### config.mk
export PLATFORM = sky130hd
export DESIGN_NAME = nvsr_ctrl
export DESIGN_NICKNAME = d
export VERILOG_FILES = /design/src/rtl/nvsr_pkg.sv /design/src/rtl/nvsr_timer.sv /design/src/rtl/nvsr_req.sv /design/src/rtl/nvsr_ctrl.sv
export SDC_FILE = /design/constraint.sdc
export NUM_CORES = 1
export LEC_CHECK = 0
export BUFFER_PORTS_ARGS = -buffer_cell sky130_fd_sc_hd__buf_2
export CORE_UTILIZATION = 48
export DETAILED_ROUTE_END_ITERATION = 6
export PLACE_DENSITY = 0.73
export SETUP_SLACK_MARGIN = 0.4
export SLEW_MARGIN = 20
export SYNTH_ARGS = -nofsm -noshare
export SYNTH_HDL_FRONTEND = slang
export SYNTH_SLANG_ARGS = --single-unit
### constraint.sdc
create_clock -name clk -period 3.1 [get_ports clk]
set_input_delay 0.775 -clock clk [delete_from_list [all_inputs] [get_ports clk]]
set_output_delay 0.775 -clock clk [all_outputs]
set_load 0.02 [all_outputs]
### src/rtl/nvsr_pkg.sv
package nvsr_pkg;
  typedef enum logic [1:0] {
    ST_IDLE    = 2'd0,
    ST_ERASE   = 2'd1,
    ST_PROG    = 2'd2,
    ST_RESTORE = 2'd3
  } nvsr_state_e;
endpackage

### src/rtl/nvsr_timer.sv
module nvsr_timer #(
  parameter int CW = 6
) (
  input  logic          clk,
  input  logic          rst,
  input  logic          load,
  input  logic [CW-1:0] load_val,
  output logic          done
);
  logic [CW-1:0] cnt_q;

  always_ff @(posedge clk) begin
    if (rst)              cnt_q <= '0;
    else if (load)        cnt_q <= load_val;
    else if (cnt_q != '0) cnt_q <= cnt_q - 1'b1;
  end

  assign done = (cnt_q == '0);

  // phase lengths depend on a steady one-per-cycle count
  assert_count_down_R6: assert property (@(posedge clk) disable iff (rst)
    (!load && cnt_q != '0) |=> (cnt_q == $past(cnt_q) - 1'b1));
  assert_load_takes_R6: assert property (@(posedge clk) disable iff (rst)
    load |=> (cnt_q == $past(load_val)));
endmodule

### src/rtl/nvsr_req.sv
module nvsr_req (
  input  logic clk,
  input  logic rst,
  input  logic supply_low,
  input  logic por,
  input  logic hsb_n_in,
  input  logic sw_store,
  input  logic sw_recall,
  input  logic wr_done,
  input  logic sram_off,
  input  logic take_store,
  input  logic take_recall,
  input  logic store_done,
  output logic store_pend,
  output logic recall_pend,
  output logic hsb_low
);
  logic sup_q, dirty_q, armed_q, st_pend_q, rc_pend_q, hsb_low_q;
  logic sup_rise, sup_fall, hsb_fall, store_req, recall_req;

  assign sup_rise   = supply_low & ~sup_q;
  assign sup_fall   = ~supply_low & sup_q;
  assign hsb_fall   = ~hsb_n_in & ~hsb_low_q;
  assign store_req  = sw_store | ((sup_rise | hsb_fall) & dirty_q);
  assign recall_req = por | sw_recall | (sup_fall & armed_q);

  always_ff @(posedge clk) begin
    if (rst) begin
      sup_q     <= 1'b0;
      hsb_low_q <= 1'b0;
      dirty_q   <= 1'b0;
      armed_q   <= 1'b0;
      st_pend_q <= 1'b0;
      rc_pend_q <= 1'b0;
    end else begin
      sup_q     <= supply_low;
      hsb_low_q <= ~hsb_n_in;
      if (store_done)               dirty_q <= 1'b0;
      else if (wr_done && !sram_off) dirty_q <= 1'b1;
      if (sup_rise)      armed_q <= 1'b1;
      else if (sup_fall) armed_q <= 1'b0;
      if (store_req)       st_pend_q <= 1'b1;
      else if (take_store) st_pend_q <= 1'b0;
      if (recall_req)       rc_pend_q <= 1'b1;
      else if (take_recall) rc_pend_q <= 1'b0;
    end
  end

  assign store_pend  = st_pend_q;
  assign recall_pend = rc_pend_q;
  assign hsb_low     = hsb_low_q;

  assert_clean_no_store_R3: assert property (@(posedge clk) disable iff (rst)
    (sup_rise && !dirty_q && !sw_store && !hsb_fall && !st_pend_q) |=> !st_pend_q);
  assert_sw_store_queued_R5: assert property (@(posedge clk) disable iff (rst)
    sw_store |=> st_pend_q);
  assert_dirty_cleared_R7: assert property (@(posedge clk) disable iff (rst)
    store_done |=> !dirty_q);
  assert_recall_armed_R9: assert property (@(posedge clk) disable iff (rst)
    (sup_fall && armed_q) |=> (rc_pend_q && !armed_q));
endmodule

### src/rtl/nvsr_ctrl.sv
module nvsr_ctrl #(
  parameter int ERASE_CYC   = 16,
  parameter int PROG_CYC    = 32,
  parameter int RESTORE_CYC = 24
) (
  input  logic clk,
  input  logic rst,
  input  logic supply_low,
  input  logic por,
  input  logic hsb_n_in,
  input  logic sw_store,
  input  logic sw_recall,
  input  logic wr_done,
  output logic sram_off,
  output logic busy,
  output logic erase_stb,
  output logic prog_stb,
  output logic restore_stb,
  output logic hsb_drive_low
);
  import nvsr_pkg::*;

  localparam int MAX_EP = (ERASE_CYC > PROG_CYC) ? ERASE_CYC : PROG_CYC;
  localparam int MAXC   = (MAX_EP > RESTORE_CYC) ? MAX_EP : RESTORE_CYC;
  localparam int CW     = $clog2(MAXC + 1);
  localparam logic [CW-1:0] E_LD = CW'(ERASE_CYC - 1);
  localparam logic [CW-1:0] P_LD = CW'(PROG_CYC - 1);
  localparam logic [CW-1:0] R_LD = CW'(RESTORE_CYC - 1);

  nvsr_state_e state_q, state_d;
  logic store_pend, recall_pend, hsb_low;
  logic take_store, take_recall, store_done;
  logic t_load, t_done;
  logic [CW-1:0] t_val;

  nvsr_req u_req (
    .clk(clk), .rst(rst), .supply_low(supply_low), .por(por),
    .hsb_n_in(hsb_n_in), .sw_store(sw_store), .sw_recall(sw_recall),
    .wr_done(wr_done), .sram_off(sram_off), .take_store(take_store),
    .take_recall(take_recall), .store_done(store_done),
    .store_pend(store_pend), .recall_pend(recall_pend), .hsb_low(hsb_low)
  );

  nvsr_timer #(.CW(CW)) u_tmr (
    .clk(clk), .rst(rst), .load(t_load), .load_val(t_val), .done(t_done)
  );

  always_comb begin
    state_d     = state_q;
    take_store  = 1'b0;
    take_recall = 1'b0;
    store_done  = 1'b0;
    t_load      = 1'b0;
    t_val       = '0;
    unique case (state_q)
      ST_IDLE: begin
        if (store_pend) begin
          state_d    = ST_ERASE;
          take_store = 1'b1;
          t_load     = 1'b1;
          t_val      = E_LD;
        end else if (recall_pend) begin
          state_d     = ST_RESTORE;
          take_recall = 1'b1;
          t_load      = 1'b1;
          t_val       = R_LD;
        end
      end
      ST_ERASE: if (t_done) begin
        state_d = ST_PROG;
        t_load  = 1'b1;
        t_val   = P_LD;
      end
      ST_PROG: if (t_done) begin
        state_d    = ST_IDLE;
        store_done = 1'b1;
      end
      ST_RESTORE: if (t_done) state_d = ST_IDLE;
      default: state_d = ST_IDLE;
    endcase
  end

  always_ff @(posedge clk) begin
    if (rst) state_q <= ST_IDLE;
    else     state_q <= state_d;
  end

  assign erase_stb     = (state_q == ST_ERASE);
  assign prog_stb      = (state_q == ST_PROG);
  assign restore_stb   = (state_q == ST_RESTORE);
  assign busy          = (state_q != ST_IDLE);
  assign hsb_drive_low = erase_stb | prog_stb;
  assign sram_off      = busy | hsb_low;

  assert_one_phase_R6: assert property (@(posedge clk) disable iff (rst)
    $onehot0({erase_stb, prog_stb, restore_stb}));
  assert_erase_then_prog_R6: assert property (@(posedge clk) disable iff (rst)
    $rose(prog_stb) |-> $past(erase_stb));
  assert_start_has_request_R10: assert property (@(posedge clk) disable iff (rst)
    $rose(busy) |-> $past(store_pend || recall_pend));
  assert_store_first_R10: assert property (@(posedge clk) disable iff (rst)
    (!busy && store_pend) |=> erase_stb);
endmodule

==> flow_summary.toml, run 1 <==
[routing]
drc = 0
wl_per_cell_um = 12.9
routed_wl_um = 1470
via_count = 621
final_antenna_net_count = 0
dr.pass1.iters = 2
drt_iter0_drc = 6
via_per_inst = 5.45

[logic_synthesis]
syn-cell-area_sq_um = 759
synthXorXnorAreaFrac_pct = 3.46
synth_top_family_by_area = "compound AO/OA/AOI/OAI gates"
synth_compound_area_share_pct = 20.6
yosys.area_share.adder_pct = 13.2
muxShareOfSynthArea_pct = 1.32
synthFlopType = "dfxtp_1"
netlist_instances = 84
ys_ff_latch = 14
async_flop_share_pct = 0
netlist-cell-type-count = 32
synth_warnings = 0
ys_seq_area_share_pct = 36.9
synth_fp_nets = 100
synth-edff-count = 0
avgSynthCellArea_sq_um = 9.04
yosys.area_share.simple_pct = 18.1

[min_path]
hold_path_depth = 2
min_to = "u_req.store_pend"
hold_start = "u_req.dirty_q"
hold_path.class = "reg2reg"

[setup_path]
critPathMaxFanout = 6
crit_family = "flip-flops"
ff2ff_setup_slack_ps = 1410
crit_chain = "inv_1 > ha_1 > inv_2 > buf_2"
worstPathRequired_ps = 2320
endpoint_kind = "output pin"
arrival_ps = 1300
r2r-start = "state_q[1]"
start_kind = "flop"
max_stage_delay_ps = 380
reg2regPathDepth = 6
critPathBufInv = 3
setup.worst_path.class = "reg2out"
r2r-end = "state_q[1]"
slowest_stage = "dfxtp_1"
crit_start = "state_q[0]"

[grt]
overflow = 0
track_usage_pct = 19.2
grt_max_degree = 15
grt_pass1_vias = 596
antenna_found_initial = 0
grt_pass1_wl_um = 2530

[clock_network]
post_cts_buffers = 0
clk_pin_slew_ps = 80
htreeDepth = 1
ctsHoldBuffers = 0
clk_path_buf_depth = 2
root_buffer = "clkbuf_4"
cts_tree = "yes"
clkLatencyLatePin_ps = 280
cts.repair.resized = 0
numCtsBuffers = 3
numClockSinks = 14

[sta]
max_freq_ghz = 0.482
finalCritPeriodShare_pct = 67.0
fin_skew_ps = 0.279
rsz0062_at_grt = "false"
fin_setup_tns_ps = 0
hold_viol = 0
slew_headroom_pct = 75.2
min_period_ps = 2080
max_slew.worst_pin.slew_ps = 370
drv_slew = 0
finalSetupViolCount = 0

[placed_design]
placed_area_sq_um = 828
gp_congestion = 0.815
numPortBuffers = 13
hpwl_um = 1100

[die]
io_pins = 14
die_w_um = 41.8
die_y_um = 41.8
design.core.area_sq_mm = 0.00138
initial_core_util_pct = 54.9
core.rowCount = 13
die_area_sq_mm = 0.00175

[run_status]
outcome = "finished, final reports clean"

[cells_and_area]
n_antenna_cell = 0
drive_gt1_share_pct = 25.3
nNetsFinal = 116
final_area_sq_um = 865
area_growth_pct = 13.8

[pwr]
power_density_mw_per_mm2 = 1000
ir_worst_vdd_mv = 0.621
p_leak_nw = 0.389

[job]
drv_cap = 0
[cells by family (layout without fill, tap and decap cells)]
family / Yosys count / count (layout)
AND/OR/NAND/NOR: 25 / 25
AO/OA/AOI/OAI: 22 / 22
flip-flops: 14 / 14
buffers and inverters: 11 / 26
adder cells (fa/ha/maj): 8 / 8
XOR/XNOR: 3 / 3
multiplexers: 1 / 1
[tightest hold or removal path, cell delays in order (launching register included)]
cell and delay, ps:
dfxtp_1 320, o21ai_0 70, a21oi_1 60
[report_power, final]
part	switching (mW)	leakage, nW	internal (mW)	total (mW)
Combinational	0.274	0.252	0.185	0.459
Sequential	0.0444	0.116	0.231	0.275
Clock	0.0608	0.0210	0.0715	0.132
Total	0.380	0.389	0.487	0.866
[registers in the layout, indices dropped and copies added (netlist names)]
signal	count
state_q	2
u_req.armed_q	1
u_req.hsb_low	1
u_req.recall_pend	1
u_req.dirty_q	1
u_req.store_pend	1
u_tmr.cnt_q	6
u_req.sup_q	1
[per-layer routing]
| layer | part of all wire, % | wire length, um | global-route usage (%) | vias to the layer above |
|---|---|---|---|---|
| met5 | 0 | 0 | 0 | - |
| met4 | 0.82 | 12 | 7.74 | 0 |
| met1 | 47 | 682 | 22.4 | 281 |
| li1 | - | - | - | 326 |
| met2 | 49 | 717 | 31.9 | 12 |
| met3 | 3.5 | 51 | 6.52 | 2 |
[area by class of cell]
class | count | area, sq um
fillers | 126 | 518
multi-input cells | 59 | 430
flip-flops and latches | 14 | 280
repair buffers | 13 | 65.1
clock buffers | 4 | 36.3
inverters | 9 | 33.8
well taps | 15 | 18.8
[Yosys cell counts (3+ instances only)]
master    count  share of area (%)
ha_1          8                 13
a21oi_1       5                3.3
inv_1         8                4.0
dfxtp_1      14                 37
nor2_1        8                4.0
nand2_1       3                1.5
o21ai_0       3                2.0
a211oi_1      4                4.0
[worst max-delay path by stage]
| stage | to | slack, ps | cells after the start |
|---|---|---|---|
| floorplan | sram_off | 1490 | 3 |
| global placement | busy | 1370 | 4 |
| detailed placement | busy | 1340 | 4 |
| CTS | busy | 1010 | 4 |
| global route | busy | 920 | 4 |
| finish | busy | 1020 | 4 |
[through the flow]
step	total power, mW	worst slack (ps)	hold WS [ps]	util, %	cells
2_1_floorplan	0.649	1490	450	-	84
3_3_place_gp	0.727	1370	475	59.9	110
3_5_place_dp	0.735	1340	482	59.9	110
4_1_cts	0.873	1010	493	62.5	114
5_1_grt	0.934	921	514	62.5	114
6_report	0.866	1020	489	62.5	114
[cell usage in the layout (no fill, tap or decap), types with 2 or more instances in the layout]
cell type	instances
o21ai_0	3
nand2_1	3
nor3_1	2
a211oi_1	4
dfxtp_1	14
xnor2_1	2
or3_1	2
inv_1	8
ha_1	8
a21oi_1	5
clkbuf_4	3
buf_2	13
a22oi_1	2
nor2_1	8
nor4_1	2
a311oi_1	2
o22ai_2	2
Note: power is estimated with default switching activity, not from simulation.
==> run 2: changes to the inputs <==
Settings changed: CORE_UTILIZATION 48 to 47, PLACE_DENSITY 0.73 to 0.75.
Clock period 3.1 ns to 1.9 ns, I/O delays scaled along.
==> run 2 against run 1 <==
Effect of this change:
- cell count grew 6.1%
- register-to-register slack lost 1000 ps
- setup slack lost 690 ps
- total power grew 100%
- non-clock buffer count grew 6
- final area grew 18%
- routed wire length grew 22%
- sequential cell count is the same
- clock power grew 65%
- largest cell class unchanged
- largest power group unchanged
==> flow_summary.toml, run 2 (same netlist as run 1, synthesis figures left out) <==
[pwr]
power_density_mw_per_mm2 = 1740
ir_worst_vdd_mv = 1.22
p_seq_share_pct = 27.3
p_int_mw = 1.03
combPwrFrac_pct = 60.4
power_switching_mw = 0.745
p_leak_nw = 0.434
clockPowerShare_pct = 12.3
swShare_pct = 42.1

[run_status]
outcome = "finished, final reports clean"

[setup_path]
slowest_stage = "dfxtp_4"
arrival_ps = 1090
start_kind = "flop"
setup.worst_path.class = "reg2out"
critPathBufInv = 2
crit_family = "flip-flops"
max_stage_delay_ps = 390
worstPathRequired_ps = 1420
critPathMaxFanout = 4
endpoint_kind = "output pin"
crit_chain = "inv_4 > ha_4 > buf_6"

[cells_and_area]
reg.largest.list = "u_tmr.cnt_q: 6 flops, state_q: 2 flops"
drive_gt1_share_pct = 44.8
area_growth_pct = 34.3
largest_register = "u_tmr.cnt_q"
layout_common_cells = "dfxtp_1 (10), nor2_1 (8), buf_4 (8)"
final_cells = 121
largest_reg_flops = 6
n_antenna_cell = 0
final_common_cell = "dfxtp_1"
nNetsFinal = 122

[die]
die_area_sq_mm = 0.00178
die_w_um = 42.2
initial_core_util_pct = 50.4
die_y_um = 42.2
io_pins = 14
core.rowCount = 14
design.core.area_sq_mm = 0.00151

[clock_network]
clk_pin_slew_ps = 90
ctsHoldBuffers = 0
clkLatencyLatePin_ps = 280
cts_tree = "yes"
numClockSinks = 14
root_buffer = "clkbuf_4"
htreeDepth = 1
numCtsBuffers = 3
clk_path_buf_depth = 2

[sta]
drv_slew = 0
slew_headroom_pct = 74.0
max_slew.worst_pin.slew_ps = 389
fin_skew_ps = 1.81
hold_viol = 0
setup_slack_ps = 333
max_freq_ghz = 0.638
min_period_ps = 1570
rsz0062_at_grt = "true"
finalCritPeriodShare_pct = 82.5
finalSetupViolCount = 0
fin_setup_tns_ps = 0

[routing]
final_antenna_net_count = 0
via_per_inst = 5.64
dr.pass1.iters = 4
routed_wl_um = 1780
drt_iter0_drc = 18
wl_per_cell_um = 14.7
drc = 0
via_count = 682

[grt]
antenna_found_initial = 0
overflow = 0
track_usage_pct = 20.8
grt_max_degree = 15
grt_pass1_wl_um = 2700
grt_pass1_vias = 628

[min_path]
hold_path.class = "in2reg"

[placed_design]
dpl.cell_count = 111
hpwl_um = 1100
numPortBuffers = 13
post-place-ws_ps = 358
gp_congestion = 0.796

[job]
drv_cap = 0
[run 2: layout make-up]
cell class | instances | area, sq um
Clock buffer | 4 | 36.3
Fill cell | 130 | 487
Inverter | 9 | 41.3
Multi-Input combinational cell | 59 | 492
Sequential cell | 14 | 290
Tap cell | 16 | 20.0
Timing Repair Buffer | 19 | 140
[run 2: repair_timing]
action / in CTS / in global routing
setup endpoints to repair: 12 / 11
pin swaps: 0 / 2
buffers inserted: 3 / 3
resized for setup: 23 / 9
[run 2: power by group through the flow]
stage / clock, mW / sequential, mW / combinational [mW]
4_1_cts: 0.223 / 0.472 / 0.936
5_1_grt: 0.239 / 0.494 / 1.16
3_5_place_dp: 0 / 0.460 / 0.750
6_report: 0.218 / 0.482 / 1.07
2_1_floorplan: 0 / 0.440 / 0.633
3_3_place_gp: 0 / 0.456 / 0.744
[run 2: final timing paths]
kind / slack [ps] / depth (start not counted) / to / startpoint
max: 330 / 3 / hsb_drive_low / state_q[0]
min: 350 / 2 / u_req.hsb_low / hsb_n_in
max reg2reg: 400 / 6 / state_q[1] / state_q[0]
min reg2reg: 490 / 2 / u_req.store_pend / u_req.dirty_q
[run 2: worst reg2reg max path, delay by kind of cell, from the launching register on]
family,cells,cell delay [ps]
flip-flops,1,390
AND/OR/NAND/NOR,2,470
adder cells (fa/ha/maj),1,200
AO/OA/AOI/OAI,2,290
buffers and inverters,1,50
[run 2: per-stage QoR]
| stage | power (mW) | util, % | hold WS [ps] | cell area (sq um) |
|---|---|---|---|---|
| finish | 1.77 | 67.7 | 352 | 1020 |
| global route | 1.89 | 67.7 | 335 | 1020 |
| CTS | 1.63 | 64.1 | 343 | 966 |
| detailed placement | 1.21 | 55.6 | 471 | 838 |
| global placement | 1.20 | 55.6 | 466 | 838 |
| floorplan | 1.07 | - | 430 | 768 |
[run 2: per-layer routing]
| metal | track usage [%] | vias up | routed length [um] |
|---|---|---|---|
| li1 | - | 337 | - |
| met1 | 25.9 | 326 | 785 |
| met2 | 32.6 | 17 | 930 |
| met3 | 6.03 | 2 | 56 |
| met4 | 10.0 | 0 | 11 |
| met5 | 0 | - | 0 |
